==> config.mk <==
export PLATFORM = sky130hd
export DESIGN_NAME = adc_seq
export DESIGN_NICKNAME = d
export VERILOG_FILES = /design/src/rtl/adc_seq.sv
export SDC_FILE = /design/constraint.sdc
export NUM_CORES = 1
export LEC_CHECK = 0
export BUFFER_PORTS_ARGS = -buffer_cell sky130_fd_sc_hd__buf_2
export CORE_ASPECT_RATIO = 1.75
export CORE_MARGIN = 2
export CORE_UTILIZATION = 61
export DETAILED_ROUTE_END_ITERATION = 16
export MAX_ROUTING_LAYER = met4
export PLACE_DENSITY = 0.79
export SLEW_MARGIN = 20
export SYNTH_ARGS = -nofsm -noshare
export SYNTH_HDL_FRONTEND = slang
export SYNTH_SLANG_ARGS = --single-unit
export TNS_END_PERCENT = 100
==> constraint.sdc <==
create_clock -name clk -period 3.5 [get_ports clk]
set_input_delay 0.525 -clock clk [delete_from_list [all_inputs] [get_ports clk]]
set_output_delay 0.525 -clock clk [all_outputs]
set_load 0.05 [all_outputs]
==> src/rtl/adc_seq.sv <==
module adc_seq #(
  parameter int DEPTH  = 16,
  parameter int DATA_W = 12,
  parameter int BUS_W  = 16
) (
  input  logic              clk,
  input  logic              rst_n,
  input  logic              bus_wr,
  input  logic              bus_rd,
  input  logic [4:0]        bus_addr,
  input  logic [BUS_W-1:0]  bus_wdata,
  output logic [BUS_W-1:0]  bus_rdata,
  input  logic              scan_tick,
  input  logic              ext_trig,
  output logic              conv_req,
  input  logic              conv_done,
  input  logic [DATA_W-1:0] conv_data,
  output logic [3:0]        mux_chan,
  output logic [1:0]        amp_gain,
  output logic              in_unipolar,
  output logic              in_diff
);
  localparam int PW = $clog2(DEPTH);
  localparam logic [PW:0]   CNT_ONE  = (PW+1)'(1);
  localparam logic [PW:0]   CNT_FULL = (PW+1)'(DEPTH);
  localparam logic [PW:0]   CNT_HALF = (PW+1)'(DEPTH/2);
  localparam logic [PW-1:0] PTR_ONE  = PW'(1);
  localparam logic [DATA_W-1:0] SIGN_FLIP = {1'b1, {(DATA_W-1){1'b0}}};
  localparam logic [4:0] A_CTRL1 = 5'h00;
  localparam logic [4:0] A_CTRL2 = 5'h02;
  localparam logic [4:0] A_STAT  = 5'h04;
  localparam logic [4:0] A_FIFO  = 5'h10;

  logic [1:0] trig_mode;
  logic       cont_mode, fall_edge;
  logic       res_en, list_en;
  logic       busy, ext_q;

  logic [7:0]    list_mem [DEPTH];
  logic [PW-1:0] l_rd, l_wr, cur;
  logic [PW:0]   l_cnt;

  logic [DATA_W-1:0] res_mem [DEPTH];
  logic [PW-1:0]     r_rd, r_wr;
  logic [PW:0]       r_cnt;

  logic [7:0] entry_q;

  wire wr_c1   = bus_wr && bus_addr == A_CTRL1;
  wire wr_c2   = bus_wr && bus_addr == A_CTRL2;
  wire wr_list = bus_wr && bus_addr == A_FIFO;
  wire rd_strt = bus_rd && bus_addr == A_CTRL1;
  wire rd_res  = bus_rd && bus_addr == A_FIFO;

  wire ext_edge = fall_edge ? (ext_q & ~ext_trig) : (~ext_q & ext_trig);
  wire trig = (trig_mode == 2'b01 && rd_strt) ||
              (trig_mode == 2'b10 && scan_tick) ||
              (trig_mode == 2'b11 && ext_edge);

  wire l_empty  = l_cnt == '0;
  wire start    = trig && !busy && !l_empty;
  wire l_push   = wr_list && list_en && l_cnt != CNT_FULL;
  wire l_pop    = start && !cont_mode;
  wire l_clr    = wr_c2 && !bus_wdata[9];
  wire [PW-1:0] sel_idx = l_rd + (cont_mode ? cur : '0);

  wire done     = busy && conv_done;
  wire r_push   = done && res_en && r_cnt != CNT_FULL;
  wire r_pop    = rd_res && r_cnt != '0;
  wire r_clr    = wr_c2 && !bus_wdata[10];

  always_ff @(posedge clk) begin
    if (!rst_n) begin
      trig_mode <= 2'b00;
      cont_mode <= 1'b0;
      fall_edge <= 1'b0;
      res_en    <= 1'b0;
      list_en   <= 1'b0;
      ext_q     <= 1'b0;
    end else begin
      ext_q <= ext_trig;
      if (wr_c1) begin
        trig_mode <= bus_wdata[1:0];
        cont_mode <= bus_wdata[2];
        fall_edge <= bus_wdata[3];
      end
      if (wr_c2) begin
        res_en  <= bus_wdata[10];
        list_en <= bus_wdata[9];
      end
    end
  end

  always_ff @(posedge clk) begin
    if (l_push) list_mem[l_wr] <= bus_wdata[7:0];
    if (r_push) res_mem[r_wr]  <= conv_data;
  end

  always_ff @(posedge clk) begin
    if (!rst_n || l_clr) begin
      l_rd  <= '0;
      l_wr  <= '0;
      l_cnt <= '0;
      cur   <= '0;
    end else begin
      if (l_push) l_wr <= l_wr + PTR_ONE;
      if (l_pop)  l_rd <= l_rd + PTR_ONE;
      case ({l_push, l_pop})
        2'b10:   l_cnt <= l_cnt + CNT_ONE;
        2'b01:   l_cnt <= l_cnt - CNT_ONE;
        default: l_cnt <= l_cnt;
      endcase
      if (!cont_mode)
        cur <= '0;
      else if (start)
        cur <= ({1'b0, cur} == l_cnt - CNT_ONE) ? '0 : cur + PTR_ONE;
    end
  end

  always_ff @(posedge clk) begin
    if (!rst_n || r_clr) begin
      r_rd  <= '0;
      r_wr  <= '0;
      r_cnt <= '0;
    end else begin
      if (r_push) r_wr <= r_wr + PTR_ONE;
      if (r_pop)  r_rd <= r_rd + PTR_ONE;
      case ({r_push, r_pop})
        2'b10:   r_cnt <= r_cnt + CNT_ONE;
        2'b01:   r_cnt <= r_cnt - CNT_ONE;
        default: r_cnt <= r_cnt;
      endcase
    end
  end

  always_ff @(posedge clk) begin
    if (!rst_n) begin
      busy    <= 1'b0;
      entry_q <= '0;
    end else if (start) begin
      busy    <= 1'b1;
      entry_q <= list_mem[sel_idx];
    end else if (done) begin
      busy    <= 1'b0;
    end
  end

  assign conv_req    = busy;
  assign mux_chan    = entry_q[3:0];
  assign amp_gain    = entry_q[5:4];
  assign in_unipolar = entry_q[6];
  assign in_diff     = entry_q[7];

  wire [4:0] status = {r_cnt == CNT_FULL, r_cnt >= CNT_HALF, r_cnt == '0,
                       l_cnt == CNT_FULL, busy};
  wire [DATA_W-1:0] sample_out = (r_cnt == '0) ? '0 : res_mem[r_rd] ^ SIGN_FLIP;

  always_comb begin
    case (bus_addr)
      A_STAT:  bus_rdata = BUS_W'(status);
      A_FIFO:  bus_rdata = BUS_W'(sample_out);
      default: bus_rdata = '0;
    endcase
  end
endmodule

==> metrics.md, run 1 <==
| Metric | Value |
|---|---|
| Status | complete, no violations |
| Worst-Margin Slew | 1.01 ns |
| P per Cell Area | 491 mW/mm^2 |
| Post-Layout Cell Count | 1340 |
| # nets final | 1065 |
| Hold Violations, Final | 0 |
| Buffers on Ports | 54 |
| Final wirelength | 31200 um |
| Total track usage | 0.251 |
| Top cells by area, synth | edfxtp_1 64%, mux4_2 8.4%, dfxtp_1 6.6%, mux2i_1 4.8%, ha_1 1.7% |
| Die Wd | 123 um |
| Clock Tree Root | clkbuf_16 |
| Post-layout minimum cycle time | 3.34 ns |
| DR WL/cell | 23.3 um |
| Worst R2R Path Depth | 12 |
| I/O pin cnt | 65 |
| Worst Path Required | 4.01 ns |
| Cells after Synth | 901 |
| # clock sinks | 370 |
| Worst hold path class | input pin to flip-flop |
| Critical Path Start Type | flip-flop |
| Core Region | 0.0244 mm^2 |
| # placed instances | 1280 |
| Syn Std Cell Area | 0.0151 mm^2 |
| CTS buffer count | 31 |
| Crit path launch | r_cnt[0]$_SDFFE_PP0P_ |
| Critical Path AT | 3.84 ns |
| Clock-pin slew of the registers on the worst-case setup and hold paths | 0.07 ns |
| Hpwl dp | 21400 um |
| Post-route cell area | 0.0171 mm^2 |
| # setup viols final | 0 |
| Worst Path Max Fanout | 6 |
| Post-synth EDFFs | 320 |
| Async S/R FF share, synth | 0 |
| Sequential area share after synthesis | 0.703 |
| Crit share post-route | 0.954 |
| Via-to-Cell Ratio | 6.10 |
| Post-synth cell types | 56 |
| Post-layout power | 8410 uW |
| H-tree depth | 1 |
| RR Startpoint | r_cnt[0]$_SDFFE_PP0P_ |
| Yosys reg bits | 370 |
| # rows | 76 |
| Reg-to-reg endpoint | r_cnt[4]$_SDFFE_PP0P_ |
| DP Area | 0.0161 mm^2 |
| DIE AREA | 0.0261 mm^2 |
| Clock tree buffer depth | 3 |
| Setup TNS | 0 ns |
| Slew Limit Fails | 0 |
| Area Overhead vs Synth | 13.5% |
| Largest net degree at the start of global routing | 49 |
| R2R setup slack | 0.16 ns |
| CTS tree | built |
| Clk_lat worst skew | 0.57 ns |
| Gr ovfl total | 0 |
| Most used DFF post-synth | edfxtp_1 |
| Initial DRC Count | 552 |
| First-pass GRT wire length | 46600 um |
| Final Wtd Congestion | 0.865 |
| Syn_area_per_cell | 16.8 um^2 |
| Clock Skews | 0.0264 ns |
| Pre-antenna DRT Iters | 5 |
| Dominant cell type by area after synthesis | edfxtp_1 |
| Max-slew headroom | 0.326 |
| Starting Density | 0.618 |
| Initial antenna violation count | 2 |
| Remaining routing DRC violations | 0 |
| VDD IR-drop max | 0.465 mV |
| Max Cap Viol | 0 |
| Leakage power | 0.00612 uW |
| Yosys warns | 0 |
| WS Path Type | flip-flop to flip-flop |
| Height of the die | 212 um |
| Via count | 8176 |
| Synth top area share | 0.636 |
| Type of destination of the critical path | flip-flop |
| # fillers | 1586 |
| Vias in the first global route | 8391 |
| Hold buffer count at CTS | 0 |
| Worst setup path endpoint | r_cnt[4]$_SDFFE_PP0P_ |
| Final antenna-violating net count | 0 |
| Share of layout cells above drive strength 1 | 0.238 |
| Highest achievable clock rate | 300 MHz |
-- power breakdown --
group / internal [uW] / switching, uW / leakage, uW
logic: 21.4 / 88.0 / 0.00232
clock network: 1970 / 1550 / 0.000521
registers: 4780 / 0.705 / 0.00328
-- timing repair --
action | in CTS | in global routing
buffers inserted | 0 | 1
hold endpoints to repair | 0 | 0
gates resized for setup | 0 | 2
endpoints found under the setup margin | 0 | 1
-- cell families (layout without fill, tap and decap cells) --
kind of cell	after synthesis	count (layout)	share of synthesized area
muxes	128	128	0.131
DFF	370	370	0.703
and+or+nand+nor	173	173	0.0620
xor gates and xnor gates	25	25	0.0145
adders and majority gates	23	23	0.0200
buffers and inverters	74	196	0.0213
AOI/OAI and AO/OA	107	107	0.0481
other	1	6	0.000248
-- metrics by stage --
step / hold WS (ns) / worst slack (ns) / utilization
floorplan: 0.426 / 0.361 / -
global route: 0.179 / -0.00556 / 0.701
finish: 0.181 / 0.163 / 0.701
detailed placement: 0.437 / 0.131 / 0.657
CTS: 0.168 / 0.145 / 0.701
global placement: 0.437 / 0.156 / 0.657
-- worst min path at each step --
stage | slack [ns] | from | to | cells after the start
2_1_floorplan | 0.43 | res_en$_SDFFE_PN0P_ | res_en$_SDFFE_PN0P_ | 2
3_3_place_gp | 0.44 | list_en$_SDFFE_PN0P_ | list_en$_SDFFE_PN0P_ | 2
3_5_place_dp | 0.44 | list_en$_SDFFE_PN0P_ | list_en$_SDFFE_PN0P_ | 2
4_1_cts | 0.17 | ext_trig | ext_q$_SDFF_PN0_ | 2
5_1_grt | 0.18 | ext_trig | ext_q$_SDFF_PN0_ | 2
6_report | 0.18 | ext_trig | ext_q$_SDFF_PN0_ | 2
-- final cells by class --
cell class / instances / area (um^2) / share of cell area
Timing Repair Buffer: 113 / 763 / 0.0445
Inverter: 26 / 97.6 / 0.00569
Multi-Input combinational cell: 460 / 4210 / 0.246
Sequential cell: 370 / 10600 / 0.619
Clock buffer: 37 / 848 / 0.0495
Clock inverter: 20 / 211 / 0.0123
Antenna cell: 2 / 5.00 / 0.000292
Tap cell: 312 / 390 / 0.0228
-- registers in the layout (all words and copies together) (netlist names), named ones only --
register   cells
trig_mode      2
ext_q          1
res_mem      192
r_wr           4
cur            4
list_mem     128
res_en         1
r_cnt          5
fall_edge      1
r_rd           4
cont_mode      1
conv_req       1
l_wr           4
l_cnt          5
l_rd           4
list_en        1
entry_q        8
-- layer usage --
layer,GRT usage,up-vias,share of wire
met3,0.0370,91,0.055
met4,0.124,0,0.050
met2,0.452,279,0.55
li1,-,3717,-
met5,-,-,0
met1,0.265,4089,0.35
-- placed cells by master, fill, tap and decap left out, types with 5 or more instances in the layout --
cell	instances
nor2_1	55
dfxtp_1	48
inv_1	26
a31oi_1	9
clkinv_2	7
mux2i_1	72
and2_1	7
clkbuf_16	31
mux4_2	56
buf_4	55
xor2_1	13
edfxtp_1	320
buf_2	54
nor2b_1	10
nand2_1	28
nand2b_1	6
a21oi_1	17
nand3b_1	10
ha_1	21
o21ai_0	14
xnor2_1	12
nand3_1	22
a21boi_0	5
clkbuf_8	5
nor3_1	8
a22oi_1	32
a211oi_1	9
-- synthesized netlist by cell type, drive strengths merged (2+ instances only) --
cell type and instances:
ha 21, a21o 2, xor2 13, nor2 56, o31ai 3, dfxtp 50
or4 3, mux2i 72, nand3 22, a21oi 17, a22oi 32, edfxtp 320
a32oi 2, a211oi 9, nand3b 10, nor4 4, nand2b 6, nand4 2
a21boi 5, nand2 28, xnor2 12, o211ai 2, nor2b 11, clkbuf 21
buf 27, and2 7, a31oi 9, nor3 13, mux4 56, fa 2
nor4b 2, o22ai 4, o21ai 16, or3 3, inv 26
-- critical path: stages, from the launching register on --
cell,delay (ns)
dfxtp_1,0.36
or4_1,0.61
o211ai_1,0.30
or2_2,0.21
inv_1,0.09
ha_1,0.20
buf_4,0.15
ha_1,0.30
nor2b_2,0.18
o21ai_1,0.16
a21oi_1,0.10
or4_1,0.47
a21oi_1,0.15
Note: power is estimated with default switching activity, not from simulation.
==> inputs of run 2 (changes only) <==
--- a/config.mk
+++ b/config.mk
@@ -6,7 +6,6 @@
 export NUM_CORES = 1
 export LEC_CHECK = 0
 export BUFFER_PORTS_ARGS = -buffer_cell sky130_fd_sc_hd__buf_2
-export CORE_ASPECT_RATIO = 1.75
 export CORE_MARGIN = 2
 export CORE_UTILIZATION = 61
 export DETAILED_ROUTE_END_ITERATION = 16
==> constraint.sdc (replaced) <==
create_clock -name clk -period 3.5 [get_ports clk]
set_input_delay 0.7 -clock clk [delete_from_list [all_inputs] [get_ports clk]]
set_output_delay 0.7 -clock clk [all_outputs]
set_load 0.05 [all_outputs]
==> run 2 against run 1 <==
Compared with the run above: die area down 0.19%; maximum frequency down 2.5%; first-iteration DRC count up 93%; clock skew about the same; design area up 0.73%; clock-buffer cell count up 12; register-to-register slack better by 0.14 ns; critical path depth down 7; worst hold slack better by 0.24 ns.
==> metrics.md, run 2 (synthesis results as in run 1) <==
| Metric | Value |
|---|---|
| Most frequent cells in the layout | 320 x edfxtp_1, 72 x mux2i_1, 56 x mux4_2 |
| Share of layout cells above drive strength 1 | 0.228 |
| DR WL/cell | 24.1 um |
| Worst Hold End | ext_q$_SDFF_PN0_ |
| Clock tree buffer depth | 3 |
| Area Overhead vs Synth | 14.3% |
| # rows | 57 |
| Post-layout minimum cycle time | 3.42 ns |
| CTS tree | built |
| P per Cell Area | 505 mW/mm^2 |
| Sequence of cells on the critical path | buf_4 > mux4_2 > mux4_2 > nor2_1 > buf_2 |
| Type of destination of the critical path | output port |
| Via count | 8513 |
| Clock-pin slew of the registers on the worst-case setup and hold paths | 0.06 ns |
| Critical Path AT | 2.72 ns |
| Worst Path Max Fanout | 8 |
| Gr ovfl total | 0 |
| Hpwl dp | 19600 um |
| R2R setup slack | 0.30 ns |
| # setup viols final | 0 |
| Unrepaired setup endpoints after global routing | false |
| Setup TNS | 0 ns |
| Critical path's slowest cell | mux4_2 |
| Die Wd | 161 um |
| Critical Path Start Type | flip-flop |
| WP buf/inv | 2 |
| Clk_lat worst skew | 0.53 ns |
| # fillers | 1440 |
| Leading cell type in the layout, fill and taps excluded | edfxtp_1 |
| Max-slew headroom | 0.203 |
| Via-to-Cell Ratio | 6.25 |
| Worst-Margin Slew | 1.19 ns |
| Leakage power | 0.00617 uW |
| WS Path Type | flip-flop to output port |
| Final Wtd Congestion | 0.845 |
| Starting Density | 0.621 |
| CTS buffer count | 37 |
| Cell mode on critical path | mux4_2 |
| I/O pin cnt | 65 |
| Top reg by flops | res_mem |
| Buffers on Ports | 54 |
| Hold Violations, Final | 0 |
| Core Region | 0.0243 mm^2 |
| Worst R2R Path Depth | 12 |
| DIE AREA | 0.0260 mm^2 |
| Remaining routing DRC violations | 0 |
| Largest regs | res_mem: 192 flops, list_mem: 128 flops, entry_q: 8 flops |
| Status | complete, no violations |
| Total track usage | 0.263 |
| # placed instances | 1292 |
| Initial antenna violation count | 2 |
| WHS Path Cells | 2 |
| VDD IR-drop max | 0.415 mV |
| Vias in the first global route | 8568 |
| Pre-antenna DRT Iters | 5 |
| Max Cap Viol | 0 |
| Reg-to-reg endpoint | r_cnt[4]$_SDFFE_PP0P_ |
| Worst Path Required | 2.80 ns |
| H-tree depth | 2 |
| Final antenna-violating net count | 0 |
| Worst hold path class | input pin to flip-flop |
| Cell family with most CP delay | multiplexers |
| First-pass GRT wire length | 49600 um |
| Final wirelength | 32900 um |
| # nets final | 1070 |
| # Post-CTS Setup Buffers | 0 |
| Post-Layout Cell Count | 1361 |
| Highest achievable clock rate | 292 MHz |
| Initial DRC Count | 1067 |
| CTS resizes | 0 |
| Hold_sp | ext_trig |
| Hold buffer count at CTS | 0 |
| RR Startpoint | r_cnt[0]$_SDFFE_PP0P_ |
| Clock Skews | 0.0269 ns |
| Crit share post-route | 0.978 |
| Slew Limit Fails | 0 |
| Largest net degree at the start of global routing | 34 |
| Height of the die | 161 um |
| # clock sinks | 370 |
| Clock Tree Root | clkbuf_16 |
| Largest register FFs | 192 |
| Slowest stage delay, CP | 0.55 ns |
[run 2: layout make-up]
cell class | instances | area, um^2 | share of cell area
clock buffers | 49 | 988 | 0.0572
flip-flops and latches | 370 | 10600 | 0.615
inverters | 26 | 97.6 | 0.00565
repair buffers | 112 | 763 | 0.0442
clock inverters | 18 | 184 | 0.0107
multi-input cells | 460 | 4210 | 0.244
well taps | 324 | 405 | 0.0235
diodes | 2 | 5.00 | 0.000290
[run 2: stage by stage]
step	instance area [um^2]	hold WS, ns	util	setup WS, ns	power, uW
after floorplan	15100	0.426	-	0.169	4910
after global placement	16100	0.436	0.661	0.0869	4980
after detailed placement	16100	0.444	0.661	0.0785	4980
after CTS	17300	0.405	0.710	0.0893	8760
after global routing	17300	0.419	0.710	0.0225	8920
final	17300	0.418	0.710	0.0779	8710
[run 2: worst max path at each step]
stage	end	start	slack, ns	depth (start not counted)
2_1_floorplan	bus_rdata[5]	bus_addr[2]	0.17	4
3_3_place_gp	r_cnt[4]$_SDFFE_PP0P_	bus_addr[2]	0.09	13
3_5_place_dp	r_cnt[4]$_SDFFE_PP0P_	bus_addr[2]	0.08	13
4_1_cts	bus_rdata[11]	flip-flop	0.09	5
5_1_grt	bus_rdata[1]	flip-flop	0.02	6
6_report	bus_rdata[11]	flip-flop	0.08	5
[run 2: where the power goes]
group	internal, uW	switching (uW)
Sequential	4780	0.735
Combinational	20.7	87.5
Clock	2220	1600
Total	7030	1690
[run 2: metal layers]
layer | wire (um) | global-route usage | up-vias | share of wire
li1 | - | - | 3740 | -
met1 | 13200 | 0.360 | 4299 | 0.40
met2 | 16000 | 0.411 | 407 | 0.49
met3 | 2900 | 0.0514 | 67 | 0.088
met4 | 754 | 0.0783 | 0 | 0.023
met5 | 0 | - | - | 0
